--- src/rtl/digipot_i2c_slave.sv ---
module digipot_i2c_slave (
  input  logic       clk,
  input  logic       rst_n,
  input  logic       scl_i,
  input  logic       sda_i,
  input  logic [1:0] strap,
  input  logic       store_busy,
  output logic       sda_pd,
  output logic       store_req,
  output logic [6:0] store_data,
  output logic [6:0] wiper
);

  localparam logic [4:0] TYPE_RW   = 5'b01010;
  localparam logic [4:0] TYPE_STEP = 5'b01011;
  localparam logic [7:0] ADDR_PTR  = 8'h02;
  localparam logic [7:0] ADDR_REG  = 8'h00;
  localparam logic [7:0] PICK_WIP  = 8'h80;
  localparam logic [7:0] PICK_NV   = 8'h00;
  localparam logic [6:0] MIDSCALE  = 7'd64;
  localparam logic [6:0] TOP       = 7'd127;

  typedef enum logic [2:0] {S_IDLE, S_RX, S_ACK, S_TX, S_RACK, S_RACKD, S_STEP} st_t;
  typedef enum logic [1:0] {P_SLAVE, P_ADDR, P_SEL, P_DATA} ph_t;

  st_t        st, after;
  ph_t        ph;
  logic       scl_q, sda_q;
  logic [7:0] sh, tx;
  logic [3:0] cnt;
  logic       sel_nv, step_mode, reg_ok, pend;
  logic [6:0] pend_val, nv_q;

  logic rise, fall, start_c, stop_c, slave_hit;
  logic [6:0] sel_val;

  assign rise      = ~scl_q & scl_i;
  assign fall      = scl_q & ~scl_i;
  assign start_c   = scl_q & scl_i & sda_q & ~sda_i;
  assign stop_c    = scl_q & scl_i & ~sda_q & sda_i;
  assign slave_hit = (sh[2:1] == strap) &&
                     (sh[7:3] == TYPE_RW || (sh[7:3] == TYPE_STEP && !sh[0]));
  assign sel_val   = sel_nv ? nv_q : wiper;
  assign sda_pd    = ~store_busy & ((st == S_ACK) | ((st == S_TX) & ~tx[7]));

  always_ff @(posedge clk or negedge rst_n) begin
    if (!rst_n) begin
      st <= S_IDLE; after <= S_IDLE; ph <= P_SLAVE;
      scl_q <= 1'b1; sda_q <= 1'b1;
      sh <= '0; tx <= '0; cnt <= '0;
      sel_nv <= 1'b0; step_mode <= 1'b0; reg_ok <= 1'b0; pend <= 1'b0;
      pend_val <= '0; nv_q <= MIDSCALE; wiper <= MIDSCALE;
      store_req <= 1'b0; store_data <= '0;
    end else begin
      scl_q <= scl_i;
      sda_q <= sda_i;
      store_req <= 1'b0;
      if (store_busy) begin
        st <= S_IDLE;
      end else if (start_c) begin
        st <= S_RX; ph <= P_SLAVE; cnt <= '0; pend <= 1'b0;
      end else if (stop_c) begin
        st <= S_IDLE; reg_ok <= 1'b0;
        if (pend) begin
          store_req <= 1'b1; store_data <= pend_val;
          nv_q <= pend_val; wiper <= pend_val; pend <= 1'b0;
        end
      end else begin
        case (st)
          S_RX:
            if (rise && cnt != 4'd8) begin
              sh  <= {sh[6:0], sda_i};
              cnt <= cnt + 4'd1;
            end else if (fall && cnt == 4'd8) begin
              st  <= S_IDLE;
              cnt <= '0;
              case (ph)
                P_SLAVE:
                  if (slave_hit) begin
                    step_mode <= sh[3];
                    if (!sh[0]) begin
                      st <= S_ACK; after <= S_RX; ph <= P_ADDR; reg_ok <= 1'b0;
                    end else if (reg_ok) begin
                      st <= S_ACK; after <= S_TX;
                    end
                  end
                P_ADDR:
                  if (sh == ADDR_REG) begin
                    st <= S_ACK;
                    if (step_mode) after <= S_STEP;
                    else begin after <= S_RX; ph <= P_DATA; reg_ok <= 1'b1; end
                  end else if (sh == ADDR_PTR && !step_mode) begin
                    st <= S_ACK; after <= S_RX; ph <= P_SEL;
                  end
                P_SEL:
                  if (sh == PICK_WIP || sh == PICK_NV) begin
                    sel_nv <= (sh == PICK_NV);
                    st <= S_ACK; after <= S_IDLE;
                  end
                P_DATA: begin
                  st <= S_ACK; after <= S_IDLE;
                  if (sel_nv) begin pend <= 1'b1; pend_val <= sh[6:0]; end
                  else wiper <= sh[6:0];
                end
                default: ;
              endcase
            end
          S_ACK:
            if (fall) begin
              st  <= after;
              cnt <= '0;
              if (after == S_TX) tx <= {1'b0, sel_val};
            end
          S_TX:
            if (fall) begin
              if (cnt == 4'd7) st <= S_RACK;
              else begin tx <= {tx[6:0], 1'b0}; cnt <= cnt + 4'd1; end
            end
          S_RACK:
            if (rise) st <= sda_i ? S_IDLE : S_RACKD;
          S_RACKD:
            if (fall) begin st <= S_TX; cnt <= '0; tx <= {1'b0, sel_val}; end
          S_STEP:
            if (rise) begin
              if (sda_i && wiper != TOP) wiper <= wiper + 7'd1;
              else if (!sda_i && wiper != 7'd0) wiper <= wiper - 7'd1;
            end
          default: ;
        endcase
      end
    end
  end

  AST_REQ_PULSE: assert property (@(posedge clk) disable iff (!rst_n)
    store_req |=> !store_req);
  AST_REQ_AT_STOP: assert property (@(posedge clk) disable iff (!rst_n)
    store_req |-> $past(stop_c));
  AST_BUSY_FROZEN: assert property (@(posedge clk) disable iff (!rst_n)
    store_busy |=> (!store_req && $stable(wiper)));
  AST_TX_MSB_LOW: assert property (@(posedge clk) disable iff (!rst_n)
    (st == S_TX && cnt == 4'd0 && !store_busy) |-> sda_pd);
  AST_STEP_BY_ONE: assert property (@(posedge clk) disable iff (!rst_n)
    (st == S_STEP && $past(st) == S_STEP) |->
      (7'(wiper - $past(wiper)) inside {7'd0, 7'd1, 7'd127}));
  AST_STEP_NO_WRAP: assert property (@(posedge clk) disable iff (!rst_n)
    (st == S_STEP && $past(st) == S_STEP && $past(wiper) == TOP) |-> wiper != 7'd0);

endmodule

--- config.mk ---
export PLATFORM = sky130hd
export DESIGN_NAME = digipot_i2c_slave
export DESIGN_NICKNAME = d
export VERILOG_FILES = /design/src/rtl/digipot_i2c_slave.sv
export SDC_FILE = /design/constraint.sdc
export NUM_CORES = 1
export LEC_CHECK = 0
export BUFFER_PORTS_ARGS = -buffer_cell sky130_fd_sc_hd__buf_2
export CORE_MARGIN = 10
export CORE_UTILIZATION = 44
export CTS_CLUSTER_DIAMETER = 80
export DETAILED_ROUTE_END_ITERATION = 10
export GPL_ROUTABILITY_DRIVEN = 0
export GPL_TIMING_DRIVEN = 1
export HOLD_SLACK_MARGIN = 0.1
export PLACE_DENSITY = 0.67
export SETUP_SLACK_MARGIN = 0.02
export SYNTH_ARGS = -nofsm -noshare
export SYNTH_HDL_FRONTEND = slang
export SYNTH_SLANG_ARGS = --single-unit
--- constraint.sdc ---
create_clock -name clk -period 3.3 [get_ports clk]
set_input_delay 0.99 -clock clk [delete_from_list [all_inputs] [get_ports clk]]
set_output_delay 0.99 -clock clk [all_outputs]
set_load 0.01 [all_outputs]
==> flow_metrics.tcl, run 1 <==
set metrics [dict create \
    htree_levels 3 \
    min_path_type "reg -> reg" \
    hold_viol_final 0 \
    cts_tree "done" \
    vias 2763 \
    synthToLayoutAreaGrowth_pct 10.4 \
    min_to "pend" \
    grt.overflow.total 0 \
    fin_crit_sh_pct 80.4 \
    synth_area_leader_cell "dfrtp_1" \
    crit_top_cell "nand2_1" \
    start_util_pct 44.8 \
    viasPerCell 5.79 \
    crit_path_max_incr_delay_ns 0.50 \
    synth_commonest_cells "dfrtp_1 (53), nand2_1 (34), mux2_2 (32)" \
    worst_ir_drop_vdd_mv 0.238 \
    fp.dieW_um 108 \
    status "completed" \
    synth_cells 352 \
    setup_tns_ns 0 \
    synth_nets 368 \
    cts_buffer_depth 2 \
    cts_hold_buffers 0 \
    syn_area_per_cell_um2 9.78 \
    synth_warnings 0 \
    wirelength_um 8310 \
    path_cells "and4_1, nand2_1, nand2_1, ha_1, a21oi_1, nor2_1, a2111oi_0, xnor2_1, nor3_1, o31ai_1" \
    grt_pass1_vias 2720 \
    num_antenna_cells 0 \
    dp_hpwl_um 5960 \
    dp_cells 461 \
    grt.total_usage_pct 14.7 \
    postCtsSetupBuffers 0 \
    drt_first_pass_iters 4 \
    cp-start-kind "flip-flop" \
    path_max_fanout 7 \
    fin_worst_skew_ns 0.00799 \
    rsz0062_at_grt "false" \
    synth-main-ff-cell "dfrtp_1" \
    yosysMostFrequentCell "dfrtp_1" \
    path_class "reg -> reg" \
    powerDensity_nw_per_um2 381 \
    numCtsBuffers 9 \
    synth_area_leaders "dfrtp_1 (39%), mux2_2 (10%), nand2_1 (3.7%)" \
    regToRegStartpoint "wiper[1]" \
    drc 0 \
    worstPathRequired_ns 3.54 \
    holdWs_ns 0.491 \
    path_clk_slew_ns 0.07 \
    crit_path_top_delay_cell "dfrtp_1" \
    arrival_ns 2.89 \
    drt_iter0_markers 136 \
    antenna_left 0 \
    drv_cap 0 \
    p_leak_uw 0.00181 \
    finalSetupViolations 0 \
    synth_cell_types 64 \
    min_path_cells 1 \
    numClockSinks 57 \
    fp-row-count 32 \
    dieArea_um2 11800 \
    post_cts_resized 0 \
    grt_first_pass_wirelength_um 13900 \
    wl_per_cell_um 17.4 \
    slew_viol_final 0 \
    synth_seq_cells 57 \
    nNetsFinal 386 \
    die_h_um 108 \
    antenna_found_initial 0 \
    tightest_slew_ns 0.760 \
    netlist_area_um2 3440 \
    worstRegToRegCells 10 \
    end_kind "flip-flop" \
    worstHoldStart "pend" \
    r2r_setup_slack_ns 0.65 \
    grt_max_degree 29 \
    finalCriticalPeriod_ns 2.65 \
    top_level_ports 23 \
    io_buffers 22 \
    yosysTopAreaCellShare_pct 38.5 \
    async_flop_share_pct 100 \
    coreArea_um2 7690 \
    clk_latency_ns 0.33 \
    cts-root-buf "clkbuf_8" \
    synth_edf_count 0 \
    worstReg2RegEnd "wiper[5]" \
    synth-seq-area-share_pct 41.6 \
    drive_gt1_share_pct 22.7 \
    final_cells 477 \
    relSlewSlack_pct 49.1 \
    max_freq_mhz 377 \
]
## per-layer routing
| layer | wire [um] | GRT usage, % |
|---|---|---|
| met4 | 121 | 6.03 |
| met1 | 3900 | 19.2 |
| met5 | 0 | 0 |
| met3 | 406 | 3.63 |
| met2 | 3880 | 22.8 |
## worst max-delay path: cells and delay by family, from the launching register on
family | cells | cell delay [ns]
fa+ha+maj | 1 | 0.28
xor+xnor | 1 | 0.17
flops | 1 | 0.50
simple gates | 5 | 0.68
compound gates | 3 | 0.92
## logic make-up (layout without fill, tap and decap cells)
| kind of cell | count (synthesis) | in the layout | share of synthesized area (%) |
|---|---|---|---|
| flops | 57 | 57 | 41.6 |
| fa+ha+maj | 9 | 9 | 3.49 |
| simple gates | 116 | 116 | 18.4 |
| buf+inv | 32 | 55 | 4.36 |
| xor+xnor | 7 | 7 | 1.78 |
| mux | 42 | 42 | 13.4 |
| compound gates | 89 | 89 | 17.1 |
## registers in the layout, indices dropped and copies added, names as in the netlist
register	cells
nv_q	1
store_req	1
pend_val	7
after	3
sda_q	1
tx	8
st	3
pend	1
sh	8
sel_nv	1
scl_q	1
wiper	7
ph	2
store_data	7
cnt	4
step_mode	1
reg_ok	1
## report_power, final
| part | switching [uW] | internal, uW | total, uW | leakage (uW) |
|---|---|---|---|---|
| sequential | 20.3 | 711 | 731 | 0.000770 |
| clock | 280 | 334 | 613 | 0.0000927 |
| combinational | 64.7 | 39.2 | 104 | 0.000950 |
## worst max path at each step
stage              from       end  slack, ns  depth (start not counted)
2_1_floorplan     sda_i  wiper[5]       0.53                          9
3_3_place_gp      sda_i  wiper[5]       0.47                          9
3_5_place_dp      sda_i  wiper[5]       0.42                          9
4_1_cts        wiper[1]  wiper[5]       0.66                         10
5_1_grt        wiper[1]  wiper[5]       0.42                         10
6_report       wiper[1]  wiper[5]       0.65                         10
## final cells by class
cell class | count | area, um^2
Fill cell | 737 | 3880
Clock inverter | 2 | 12.5
Sequential cell | 57 | 1430
Clock buffer | 14 | 173
Multi-Input combinational cell | 263 | 1860
Timing Repair Buffer | 28 | 155
Inverter | 11 | 41.3
Tap cell | 102 | 128
## placed cells by master (no fill, tap or decap), drive strengths merged, types with 3 or more instances in the layout
cell type | synthesis | final
nand2 | 34 | 34
ha | 8 | 8
nand2b | 5 | 5
nor2b | 7 | 7
a21oi | 21 | 21
dfstp | 4 | 4
mux2 | 32 | 32
o211ai | 5 | 5
nor4 | 4 | 4
o31ai | 5 | 5
nand3 | 13 | 13
clkbuf | 9 | 14
nor2 | 25 | 25
a211oi | 7 | 7
a31oi | 7 | 7
mux2i | 10 | 10
buf | 12 | 28
inv | 11 | 11
dfrtp | 53 | 53
xor2 | 5 | 5
and3 | 3 | 3
nand3b | 5 | 5
a21o | 3 | 3
o21ai | 21 | 21
## through the flow
| stage | power (uW) | utilization (%) | area (um^2) | setup WS (ns) |
|---|---|---|---|---|
| final | 1450 | 49.5 | 3800 | 0.646 |
| after global routing | 1510 | 49.5 | 3800 | 0.423 |
| after CTS | 1460 | 49.5 | 3800 | 0.660 |
| after detailed placement | 847 | 47.1 | 3620 | 0.424 |
| after global placement | 844 | 47.1 | 3620 | 0.468 |
| after floorplan | 805 | - | 3440 | 0.528 |
No activity file was read; power rests on OpenSTA's default activity.
==> run 2, diff against run 1 <==
Settings changed: PLACE_DENSITY 0.67 to 0.69.
Clock period 3.3 ns to 2.4 ns, I/O delays scaled along.
==> flow_metrics.tcl, run 2 (synthesis results as in run 1) <==
set metrics [dict create \
    vias 2914 \
    finalSetupViolations 0 \
    utilization_pct 52.8 \
    cts-root-buf "clkbuf_8" \
    cts_buffer_depth 2 \
    pre_cts_ws_ns -0.0620 \
    slew_viol_final 0 \
    finalCriticalPeriod_ns 2.30 \
    tightest_slew_ns 0.579 \
    htree_levels 3 \
    path_cells "and3_1, nand2_1, nand2_4, ha_2, a211oi_2, o21bai_1, a21oi_1, xor2_1, o21ai_0, a21oi_1" \
    top_regs "sh: 8 flops, tx: 8 flops" \
    drv_cap 0 \
    relSlewSlack_pct 61.3 \
    crit_path_top_delay_cell "dfstp_2" \
    viasPerCell 5.82 \
    drive_gt1_share_pct 28.8 \
    arrival_ns 2.57 \
    p_leak_uw 0.00195 \
    fill_cells 712 \
    dieArea_um2 11800 \
    multi_input_area_um2 1920 \
    grt.total_usage_pct 15.2 \
    path_class "reg -> reg" \
    hold_viol_final 0 \
    wirelength_um 8580 \
    path_clk_slew_ns 0.07 \
    path_max_fanout 6 \
    numClockSinks 57 \
    cts_tree "done" \
    final_cell_mix "dfrtp_1 (53), nand2_1 (33), mux2_2 (32)" \
    crit_path_max_incr_delay_ns 0.53 \
    drt_first_pass_iters 6 \
    grt.overflow.total 0 \
    clk_latency_ns 0.34 \
    layout_commonest_cell "dfrtp_1" \
    top_level_ports 23 \
    fin_worst_skew_ns 0.0104 \
    nNetsFinal 410 \
    cts_hold_buffers 0 \
    holdWs_ns 0.363 \
    dp_hpwl_um 6210 \
    grt_first_pass_wirelength_um 14300 \
    worstRegToRegCells 10 \
    fp.dieW_um 108 \
    max_freq_mhz 436 \
    total_power_uw 2050 \
    seq_area_um2 1430 \
    min_path_type "in -> async" \
    end_kind "flip-flop" \
    die_h_um 108 \
    rsz0062_at_grt "true" \
    fin_ws_ns 0.105 \
    grt_max_degree 58 \
    coreArea_um2 7690 \
    status "completed" \
    fp-row-count 32 \
    antenna_left 0 \
    dp_cells 485 \
    num_antenna_cells 0 \
    io_buffers 22 \
    wl_per_cell_um 17.1 \
    start_util_pct 44.8 \
    drc 0 \
    worst_ir_drop_vdd_mv 0.318 \
    crit_top_cell "a21oi_1" \
    antenna_found_initial 0 \
    final_cells 501 \
    fin_crit_sh_pct 95.6 \
    cp-start-kind "flip-flop" \
    grt_pass1_vias 2887 \
    powerDensity_nw_per_um2 506 \
    drt_iter0_markers 234 \
    worstPathRequired_ns 2.67 \
    numCtsBuffers 9 \
    synthToLayoutAreaGrowth_pct 17.8 \
]
-- run 2: changes by cell type in the layout (fill, tap and decap cells not counted), sizes merged --
cell      before  now
bufinv         0    1
clkinvlp       1    0
buf           28   52
clkinv         1    2
clkbuf        14   13
-- run 2: area by class of cell --
type	count	area share (%)
clock buffer	13	3.67
clock inverter	3	0.987
inverter	11	1.02
multi-input combinational	263	47.3
sequential	57	35.3
tap	102	3.15
timing repair buffer	52	8.57
-- run 2: worst paths after layout --
kind                             to  startpoint  slack [ns]
max                        wiper[6]    wiper[6]        0.10
min                          cnt[0]       rst_n        0.36
max reg2reg                wiper[6]    wiper[6]        0.10
min reg2reg                    pend        pend        0.49
max in group asynchronous     scl_q       rst_n        1.71
min in group clk               pend        pend        0.49
-- run 2: power breakdown --
group / internal, uW / switching [uW] / leakage (uW)
registers: 977 / 25.8 / 0.000770
logic: 66.1 / 95.7 / 0.00108
clock network: 506 / 384 / 0.0000974
-- run 2: routing by layer --
layer	track usage (%)	vias to the layer above	part of all wire, %	wire, um
li1	-	1371	-	-
met2	24.8	74	50	4260
met5	0	-	0	0
met4	6.87	0	2.2	193
met1	19.0	1449	44	3780
met3	2.91	20	4.1	352
-- run 2: repair_timing --
item,4_1_cts,5_1_grt
resized for setup,1,7
setup buffers,0,0
endpoints found under the setup margin,1,5
cloned,0,0
pin swaps,0,1
-- run 2: per-stage QoR --
stage	area, um^2	TNS (ns)
after floorplan	3450	0
after global placement	3820	0
after detailed placement	3820	-0.0731
after CTS	4010	0
after global routing	4060	-0.0126
final	4060	0
-- run 2: worst max-delay path, delay by kind of cell (launching register included) --
family | cells | cell delay, ns
AOI/OAI and AO/OA | 5 | 0.79
adders and majority gates | 1 | 0.33
xor gates and xnor gates | 1 | 0.14
and+or+nand+nor | 3 | 0.41
DFF | 1 | 0.53
